===== config.mk =====
export PLATFORM = sky130hd
export DESIGN_NAME = gcd_iter
export DESIGN_NICKNAME = d
export VERILOG_FILES = /design/src/rtl/gcd_iter.sv
export SDC_FILE = /design/constraint.sdc
export NUM_CORES = 1
export LEC_CHECK = 0
export ABC_AREA = 0
export BUFFER_PORTS_ARGS = -buffer_cell sky130_fd_sc_hd__buf_2
export CORE_ASPECT_RATIO = 0.7
export CORE_MARGIN = 3
export CORE_UTILIZATION = 55
export CTS_CLUSTER_DIAMETER = 50
export DETAILED_ROUTE_END_ITERATION = 16
export PLACE_DENSITY = 0.8
export SKIP_CTS_REPAIR_TIMING = 1
export SKIP_LAST_GASP = 1
export SLEW_MARGIN = 20
export SYNTH_ARGS = -nofsm -noshare
export SYNTH_HDL_FRONTEND = slang
export SYNTH_SLANG_ARGS = --single-unit

===== constraint.sdc =====
create_clock -name clk -period 3.05 [get_ports clk]
set_input_delay 0.4575 -clock clk [delete_from_list [all_inputs] [get_ports clk]]
set_output_delay 0.4575 -clock clk [all_outputs]
set_load 0.05 [all_outputs]

===== src/rtl/gcd_iter.sv =====
module gcd_iter #(
  parameter int W = 16
) (
  input  logic         clk,
  input  logic         rst_n,
  input  logic         req_valid,
  output logic         req_ready,
  input  logic [W-1:0] opa,
  input  logic [W-1:0] opb,
  output logic         rsp_valid,
  input  logic         rsp_ready,
  output logic [W-1:0] result
);

  typedef enum logic [1:0] {ST_IDLE = 2'd0, ST_RUN = 2'd1, ST_HOLD = 2'd2} st_t;

  localparam logic [1:0] ASEL_IN   = 2'd0;
  localparam logic [1:0] ASEL_B    = 2'd1;
  localparam logic [1:0] ASEL_DIFF = 2'd2;
  localparam logic       BSEL_IN   = 1'b0;
  localparam logic       BSEL_A    = 1'b1;

  st_t         st, st_nx;
  logic [W-1:0] a_q, b_q, a_d, b_d, diff;
  logic [1:0]  a_sel;
  logic        b_sel, a_en, b_en, a_lt_b, b_zero;

  assign diff   = a_q - b_q;
  assign a_lt_b = a_q < b_q;
  assign b_zero = b_q == '0;
  assign result = a_q;

  always_comb begin
    a_en = 1'b0; b_en = 1'b0; a_sel = 'x; b_sel = 'x;
    req_ready = 1'b0; rsp_valid = 1'b0;
    st_nx = st;
    case (st)
      ST_IDLE: begin
        a_sel = ASEL_IN; b_sel = BSEL_IN; a_en = 1'b1; b_en = 1'b1;
        req_ready = 1'b1;
        if (req_valid) st_nx = ST_RUN;
      end
      ST_RUN: begin
        if (a_lt_b) begin
          a_sel = ASEL_B; b_sel = BSEL_A; a_en = 1'b1; b_en = 1'b1;
        end else if (!b_zero) begin
          a_sel = ASEL_DIFF; a_en = 1'b1;
        end else begin
          st_nx = ST_HOLD;
        end
      end
      ST_HOLD: begin
        rsp_valid = 1'b1;
        if (rsp_ready) st_nx = ST_IDLE;
      end
      default: st_nx = ST_IDLE;
    endcase
  end

  always_comb begin
    case (a_sel)
      ASEL_IN:   a_d = opa;
      ASEL_B:    a_d = b_q;
      ASEL_DIFF: a_d = diff;
      default:   a_d = 'x;
    endcase
    b_d = (b_sel == BSEL_A) ? a_q : opb;
  end

  always_ff @(posedge clk or negedge rst_n) begin
    if (!rst_n) begin
      st  <= ST_IDLE;
      a_q <= '0;
      b_q <= '0;
    end else begin
      st <= st_nx;
      if (a_en) a_q <= a_d;
      if (b_en) b_q <= b_d;
    end
  end


  excl_hs_chk: assert property (@(posedge clk) disable iff (!rst_n)
    !(req_ready && rsp_valid));


  accept_chk: assert property (@(posedge clk) disable iff (!rst_n)
    (req_valid && req_ready) |=> (!req_ready && a_q == $past(opa) && b_q == $past(opb)));


  swap_chk: assert property (@(posedge clk) disable iff (!rst_n)
    (st == ST_RUN && a_q < b_q) |=> (a_q == $past(b_q) && b_q == $past(a_q)));


  sub_chk: assert property (@(posedge clk) disable iff (!rst_n)
    (st == ST_RUN && a_q >= b_q && b_q != '0) |=>
      (a_q == W'($past(a_q) - $past(b_q)) && $stable(b_q)));


  done_cond_chk: assert property (@(posedge clk) disable iff (!rst_n)
    rsp_valid |-> (b_q == '0));


  hold_chk: assert property (@(posedge clk) disable iff (!rst_n)
    (rsp_valid && !rsp_ready) |=> (rsp_valid && $stable(result)));


  release_chk: assert property (@(posedge clk) disable iff (!rst_n)
    (rsp_valid && rsp_ready) |=> (req_ready && !rsp_valid));

endmodule


### Word-level counts from Yosys, hierarchy flattened

Cells that the tools add are included.

* bits in registers: 34
* input port bits: 36
* output and inout port bits: 18
* logic and storage cells: 36

* add/subtract/negate cells: 1
* order comparisons: 1
* equality and inequality tests: 8
* multiplexer cells: 19
* reduce and logical (&&, ||, !) cells: 4

Operator list (number)
* 16-bit one-hot mux with 3 select lines: 1
* 16-bit logical NOT: 1
* 16-bit less-than comparator: 1
* 16-bit two-way mux: 1
* 16-bit subtractor: 1
* 2-bit two-way mux: 6
* 2-bit != test (second input constant): 4
* 1-bit two-way mux: 6
* 1-bit one-hot mux with 2 select lines: 3
* 2-bit one-hot mux with 3 select lines: 1
* 2-bit by 1-bit == test with 1-bit output (second input constant): 2
* 2-bit == test (second input constant): 2
* 2-bit logical NOT: 2
* 2-bit one-hot mux with 2 select lines: 1
* 4-bit AND reduction: 1

### Depth between registers and ports, before layout

Gate-level depths: netlist (run 1).

* word-level depth: 6
* mapped depth: 12
* mapped depth without buffers: 11

### Worst setup path after synthesis (run 1)

Ideal clock, no wire load.

* path kind: reg-to-reg
* from: reg a_q[0], in the netlist result[0]
* to: reg a_q[14], in the netlist result[14]
* library setup time: 0.125 ns
* arrival time: 2.817 ns
* data required time: 2.925 ns
* path slack: 0.108 ns
* cell stages (with the launch flop): 11
* cell sequence: dfrtp_1 > inv_1 > ha_1 > fa_1 > nand2b_1 > a21o_1 > a2111oi_2 > or3_1 > a31o_1 > buf_6 > mux2_4

* word-level cells in the longest chain between the ends: 5
* elaborated cells on any way between the ends: 10
* classes of those cells: add/sub (1); order compare (1); eq/ne (2); mux (5); reduce/logical (1)

RTL lines
* start, declared: line 24 `logic [W-1:0] a_q, b_q, a_d, b_d, diff;`
* start signal, assigned: line 73 `a_q <= '0;`
* start signal, assigned: line 77 `if (a_en) a_q <= a_d;`
* 16-bit less-than comparator: line 29 `assign a_lt_b = a_q < b_q;`
* 2-bit two-way mux: line 44 `if (a_lt_b) begin`
* 2-bit one-hot mux with 2 select lines: line 37 `case (st)`
* 2-bit == test (tied with other cells): line 61 `case (a_sel)`
* 16-bit one-hot mux with 3 select lines: line 61

Several ways; a longest one is shown, not always the timed one.
A chain may end at the register's enable or synchronous reset.

### Worst setup path in the final report (run 1)

* from: reg a_q[0], in the netlist result[0]
* to: reg a_q[11], in the netlist result[11]

The elaborated chain is that of the path after synthesis.

==> flow_metrics.tcl, run 1 <==
set metrics [dict create \
    status "completed" \
    cts_root_buffer "clkbuf_8" \
    tightest_slew_ns 0.8740 \
    grt_pass1_vias 2379 \
    min_period_over_period_pct 91.85 \
    crit_path_top_delay_cell "fa_1" \
    min_period_ns 2.801 \
    fp.dieH_um 63.24 \
    tns_ns 0 \
    synth-simple-area-share_pct 21.20 \
    fp-row-count 20 \
    drt_first_pass_iters 4 \
    finalSetupViolCount 0 \
    synth_compound_area_share_pct 24.74 \
    cp.arrival_ns 3.05 \
    utilization_pct 68.02 \
    worstSetupPathDepth 11 \
    yosys.cell_types.count 47 \
    end_kind "register" \
    synth_top_family_by_area "compound AO/OA/AOI/OAI gates" \
    rr_worst_depth 11 \
    placed_area_sq_um 2890 \
    drc_errors 0 \
    finalNetCount 430 \
    start_kind "register" \
    core_area_sq_um 4429 \
    nFillCells 375 \
    critPathMaxFanout 7 \
    crit-reg2reg-capture "result[11]" \
    crit_family "compound AO/OA/AOI/OAI gates" \
    cpPeakStageDelay_ns 0.41 \
    die_w_um 87.76 \
    grt_max_degree 36 \
    portBuffers 53 \
    synth_fa_ha_area_share_pct 8.556 \
    synth-xor-area-share_pct 4.424 \
    clkSinkCount 34 \
    die_area_sq_um 5550 \
    grtUsageTotal_pct 27.36 \
    slew_viol_final 0 \
    clockBufferDepth 2 \
    clk_pin_slew_ns 0.07 \
    crit_end "result[11]" \
    cp-startpoint "result[0]" \
    syn-cell-area_sq_um 2574 \
    synthMuxAreaShare_pct 1.361 \
    clk-insertion-delay-late_ns 0.30 \
    dr.first_iter.drc_count 193 \
    ys_seq_elements 34 \
    fin_skew_ns 0.005971 \
    gp_congestion 0.9752 \
    drive_gt1_share_pct 21.69 \
    dp_hpwl_mm 5.229 \
    initial_core_util_pct 58.11 \
    rsz0062_at_grt "no" \
    hold_path_class "in -> async" \
    maxCapViolCount 0 \
    crit_buf_inv 2 \
    grt-ovfl-total 0 \
    timing.rr.start "result[0]" \
    wirelength_mm 7.078 \
    rrSetupSlack_ns 0.25 \
    fmax_ghz 0.3570 \
    cp.required_ns 3.29 \
    ant_nets 0 \
    avgSynthCellArea_sq_um 7.968 \
    area_growth_pct 17.06 \
    vias_per_cell 5.732 \
    ios 54 \
    yosys.area.top_type "dfrtp_1" \
    synth_area_leaders "dfrtp_1, nand2_1, ha_1, o21ai_0, nor2_1" \
    syn_inst 323 \
    crit_chain "inv_1, ha_1, fa_1, nand2b_1, a21o_1, a2111oi_4, or3_1, buf_4, nand2_1, o311ai_1, a22o_1" \
    crit_type "reg -> reg" \
    synth_top_cell_area_share_pct 33.06 \
    final_area_sq_um 3013 \
    num_antenna_cells 0 \
    grt_first_pass_wirelength_mm 11.79 \
    hold_viol 0 \
    cts_tree "done" \
    via_count 2482 \
    antenna_found_initial 0 \
    ys.warnings.count 0 \
    seq_area_frac_synth_pct 33.06 \
    post_drt_wl_per_cell_um 16.35 \
    maxSlewHeadroom_pct 41.60 \
    synth_nets 376 \
    cts_htree_levels 2 \
    cts_buffers 5 \
]
==> routing by layer <==
| layer | GRT usage (%) | routed length (um) |
|---|---|---|
| met5 | 0 | 0 |
| met4 | 9.579 | 99 |
| met3 | 4.967 | 520 |
| met2 | 36.84 | 2894 |
| met1 | 42.85 | 3563 |
==> worst min-delay path by stage <==
stage          startpoint          to  slack (ns)
6_report            rst_n  result[13]        0.22
5_1_grt             rst_n  result[12]        0.29
3_3_place_gp    result[0]   result[0]        0.50
3_5_place_dp    result[0]   result[0]        0.52
4_1_cts             rst_n  result[13]        0.26
2_1_floorplan       rst_n      b_q[0]        0.16
==> stage by stage <==
stage / std cells / hold WS, ns / setup WS, ns
2_1_floorplan: 323 / 0.1619 / 0.1076
3_3_place_gp: 425 / 0.5041 / 0.2217
3_5_place_dp: 425 / 0.5175 / 0.1649
4_1_cts: 433 / 0.2616 / 0.1309
5_1_grt: 433 / 0.2871 / 0.03118
6_report: 433 / 0.2208 / 0.2487
==> layout by cell type (no fill, tap or decap), drive strengths merged, types with 3 or more instances in the layout <==
| cell | instances |
|---|---|
| nand2 | 65 |
| nor4 | 5 |
| a31oi | 16 |
| a21oi | 17 |
| inv | 19 |
| clkbuf | 8 |
| buf | 63 |
| a21o | 4 |
| nor2b | 3 |
| nand2b | 5 |
| xnor2 | 9 |
| ha | 16 |
| nor2 | 31 |
| dfrtp | 34 |
| a31o | 3 |
| nor3 | 4 |
| o21ai | 30 |
| o31ai | 3 |
| o211ai | 10 |
| xor2 | 4 |
| nand4 | 4 |
==> state kept, by name, indices dropped and copies added, names as in the netlist <==
register,flops
b_q,16
st,2
result,16
==> cell usage after synthesis (all sizes together) <==
cell type	number
a211o	1
a31oi	16
nand3	1
inv	19
buf	7
a22o	1
o31a	1
a31o	3
nor2	31
a221o	1
a21oi	17
or2	1
ha	16
o31ai	3
a311oi	1
o21ai	30
nor2b	3
nor4	5
a2111oi	1
nand2b	5
o21a	2
or4	1
or3	2
nor3	4
nand2	65
o311ai	1
nand4	4
xor2	4
fa	1
clkbuf	9
o221ai	1
and4	1
dfrtp	34
o211ai	10
a32o	1
nor3b	1
a221oi	1
a21o	4
a211oi	2
mux2i	2
mux2	1
xnor2	9
==> cell type report <==
class	count	area (sq um)	share of cell area [%]
Clock buffer	8	110.1	3.654
Inverter	19	71.32	2.367
Multi-Input combinational cell	254	1572	52.16
Sequential cell	34	850.8	28.24
Tap cell	55	68.82	2.284
Timing Repair Buffer	63	340.3	11.30
==> kinds of logic after synthesis <==
logic type      after synthesis
buf+inv                      35
fa+ha+maj                    17
xor+xnor                     13
simple gates                124
mux                           3
compound gates               97
flops                        34
Power of run 1 is not shown: default switching activity piles up to over one toggle a cycle in this logic, so the estimate is an artifact.
==> run 2, diff against run 1 <==
CORE_UTILIZATION = 57   (was 55)
CTS_BUF_LIST = sky130_fd_sc_hd__clkbuf_8   (was default)
PLACE_DENSITY = 0.83   (was 0.8)
==> run 2 against run 1 <==
  * Fmax down 2.7%
  * First-iteration DRC count up 9.3%
  * Routed wire length up 2.2%
  * Design area down 0.12%
  * Critical path type unchanged
  * Critical endpoint is now result[8]
  * Largest cell class unchanged
==> flow_metrics.tcl, run 2 (synthesized netlist as in run 1, its figures left out) <==
set metrics [dict create \
    final_common_cell "nand2_1" \
    critPathMaxFanout 12 \
    dr_wl_met3_um 746 \
    grt_pass1_vias 2383 \
    die_w_um 86.32 \
    cp.arrival_ns 3.04 \
    status "completed" \
    fp.dieH_um 62.22 \
    gp_congestion 0.9119 \
    core_area_sq_um 4136 \
    cts_root_buffer "clkbuf_8" \
    nFillCells 338 \
    clk_pin_slew_ns 0.08 \
    fin_skew_ns 0.007541 \
    crit_type "reg -> reg" \
    maxSlewHeadroom_pct 48.77 \
    placed_area_sq_um 2897 \
    grtUsageTotal_pct 28.39 \
    highest_layer "met4" \
    end_kind "register" \
    min_period_over_period_pct 94.38 \
    clockBufferDepth 2 \
    grt-ovfl-total 0 \
    final_cell_mix "nand2_1, buf_2, dfrtp_1" \
    place_worst_setup_slack_ns -0.006282 \
    drt_first_pass_iters 5 \
    finalSetupViolCount 0 \
    min_period_ns 2.879 \
    cts_tree "done" \
    area_growth_pct 16.92 \
    tns_ns 0 \
    drive_gt1_share_pct 21.54 \
    slew_viol_final 0 \
    grt_first_pass_wirelength_mm 12.03 \
    hold_path_class "in -> async" \
    vias_per_cell 6.131 \
    cts_htree_levels 2 \
    fp-row-count 19 \
    clkSinkCount 34 \
    cts_buffers 5 \
    tightest_slew_ns 0.7684 \
    wirelength_mm 7.236 \
    hold_viol 0 \
    clk-insertion-delay-late_ns 0.30 \
    portBuffers 53 \
    maxCapViolCount 0 \
    post_drt_wl_per_cell_um 16.91 \
    dp_hpwl_mm 5.463 \
    via_count 2624 \
    cp.required_ns 3.21 \
    num_antenna_cells 0 \
    die_area_sq_um 5371 \
    dr.first_iter.drc_count 211 \
    antenna_found_initial 0 \
    initial_core_util_pct 62.22 \
    grt_max_degree 35 \
    ios 54 \
    ant_nets 0 \
    fin_ws_ns 0.1714 \
    start_kind "register" \
    final_area_sq_um 3009 \
    drt-met1-wl_mm 3.376 \
    rsz0062_at_grt "no" \
    hold_ws_ns 0.2300 \
    dr_wl_met2_mm 3.016 \
    drc_errors 0 \
    finalNetCount 428 \
    fmax_ghz 0.3474 \
]
==> run 2: cell types whose count changed in the layout (fill, tap and decap cells not counted) <==
cell,delta
clkinv_2,+1
or3_4,+1
clkinvlp_4,+1
or3_1,-1
buf_4,-4
clkbuf_8,-2
buf_12,+2
==> run 2: stage by stage <==
stage	utilization (%)	instances
2_1_floorplan	-	323
3_3_place_gp	70.02	420
3_5_place_dp	70.02	420
4_1_cts	72.32	428
5_1_grt	72.75	428
6_report	72.75	428
==> run 2: layer usage <==
layer | vias up | track usage [%]
li1 | 1247 | -
met1 | 1225 | 43.38
met2 | 138 | 39.52
met3 | 14 | 6.473
met4 | 0 | 8.366
met5 | - | 0
==> run 2: path summary, 6_finish.rpt <==
path,startpoint,end,slack (ns),cells after the start
setup / recovery,result[0],result[8],0.17,10
hold / removal,rst_n,b_q[1],0.23,1
setup reg to reg,result[0],result[8],0.17,10
hold reg to reg,result[7],result[7],0.54,2
max in group asynchronous,rst_n,result[10],2.33,1
min in group clk,rsp_ready,st[1],0.33,2
==> run 2: layout make-up <==
| type | instances | area, sq um | area share (%) |
|---|---|---|---|
| Clock inverter | 2 | 12.51 | 0.4158 |
| Multi-Input combinational cell | 254 | 1577 | 52.39 |
| Timing Repair Buffer | 61 | 350.3 | 11.64 |
| Sequential cell | 34 | 850.8 | 28.27 |
| Inverter | 19 | 71.32 | 2.370 |
| Tap cell | 52 | 65.06 | 2.162 |
| Clock buffer | 6 | 82.58 | 2.744 |
==> run 2: worst max-delay path, cell delays in order (launching register included) <==
cell,delay (ns)
dfrtp_1,0.41
inv_1,0.06
ha_1,0.22
fa_1,0.40
nand2b_1,0.18
a21o_1,0.24
a2111oi_4,0.37
or3_4,0.23
a31o_2,0.28
buf_4,0.23
o21ai_0,0.12
Power of run 2 is left out for the same reason.
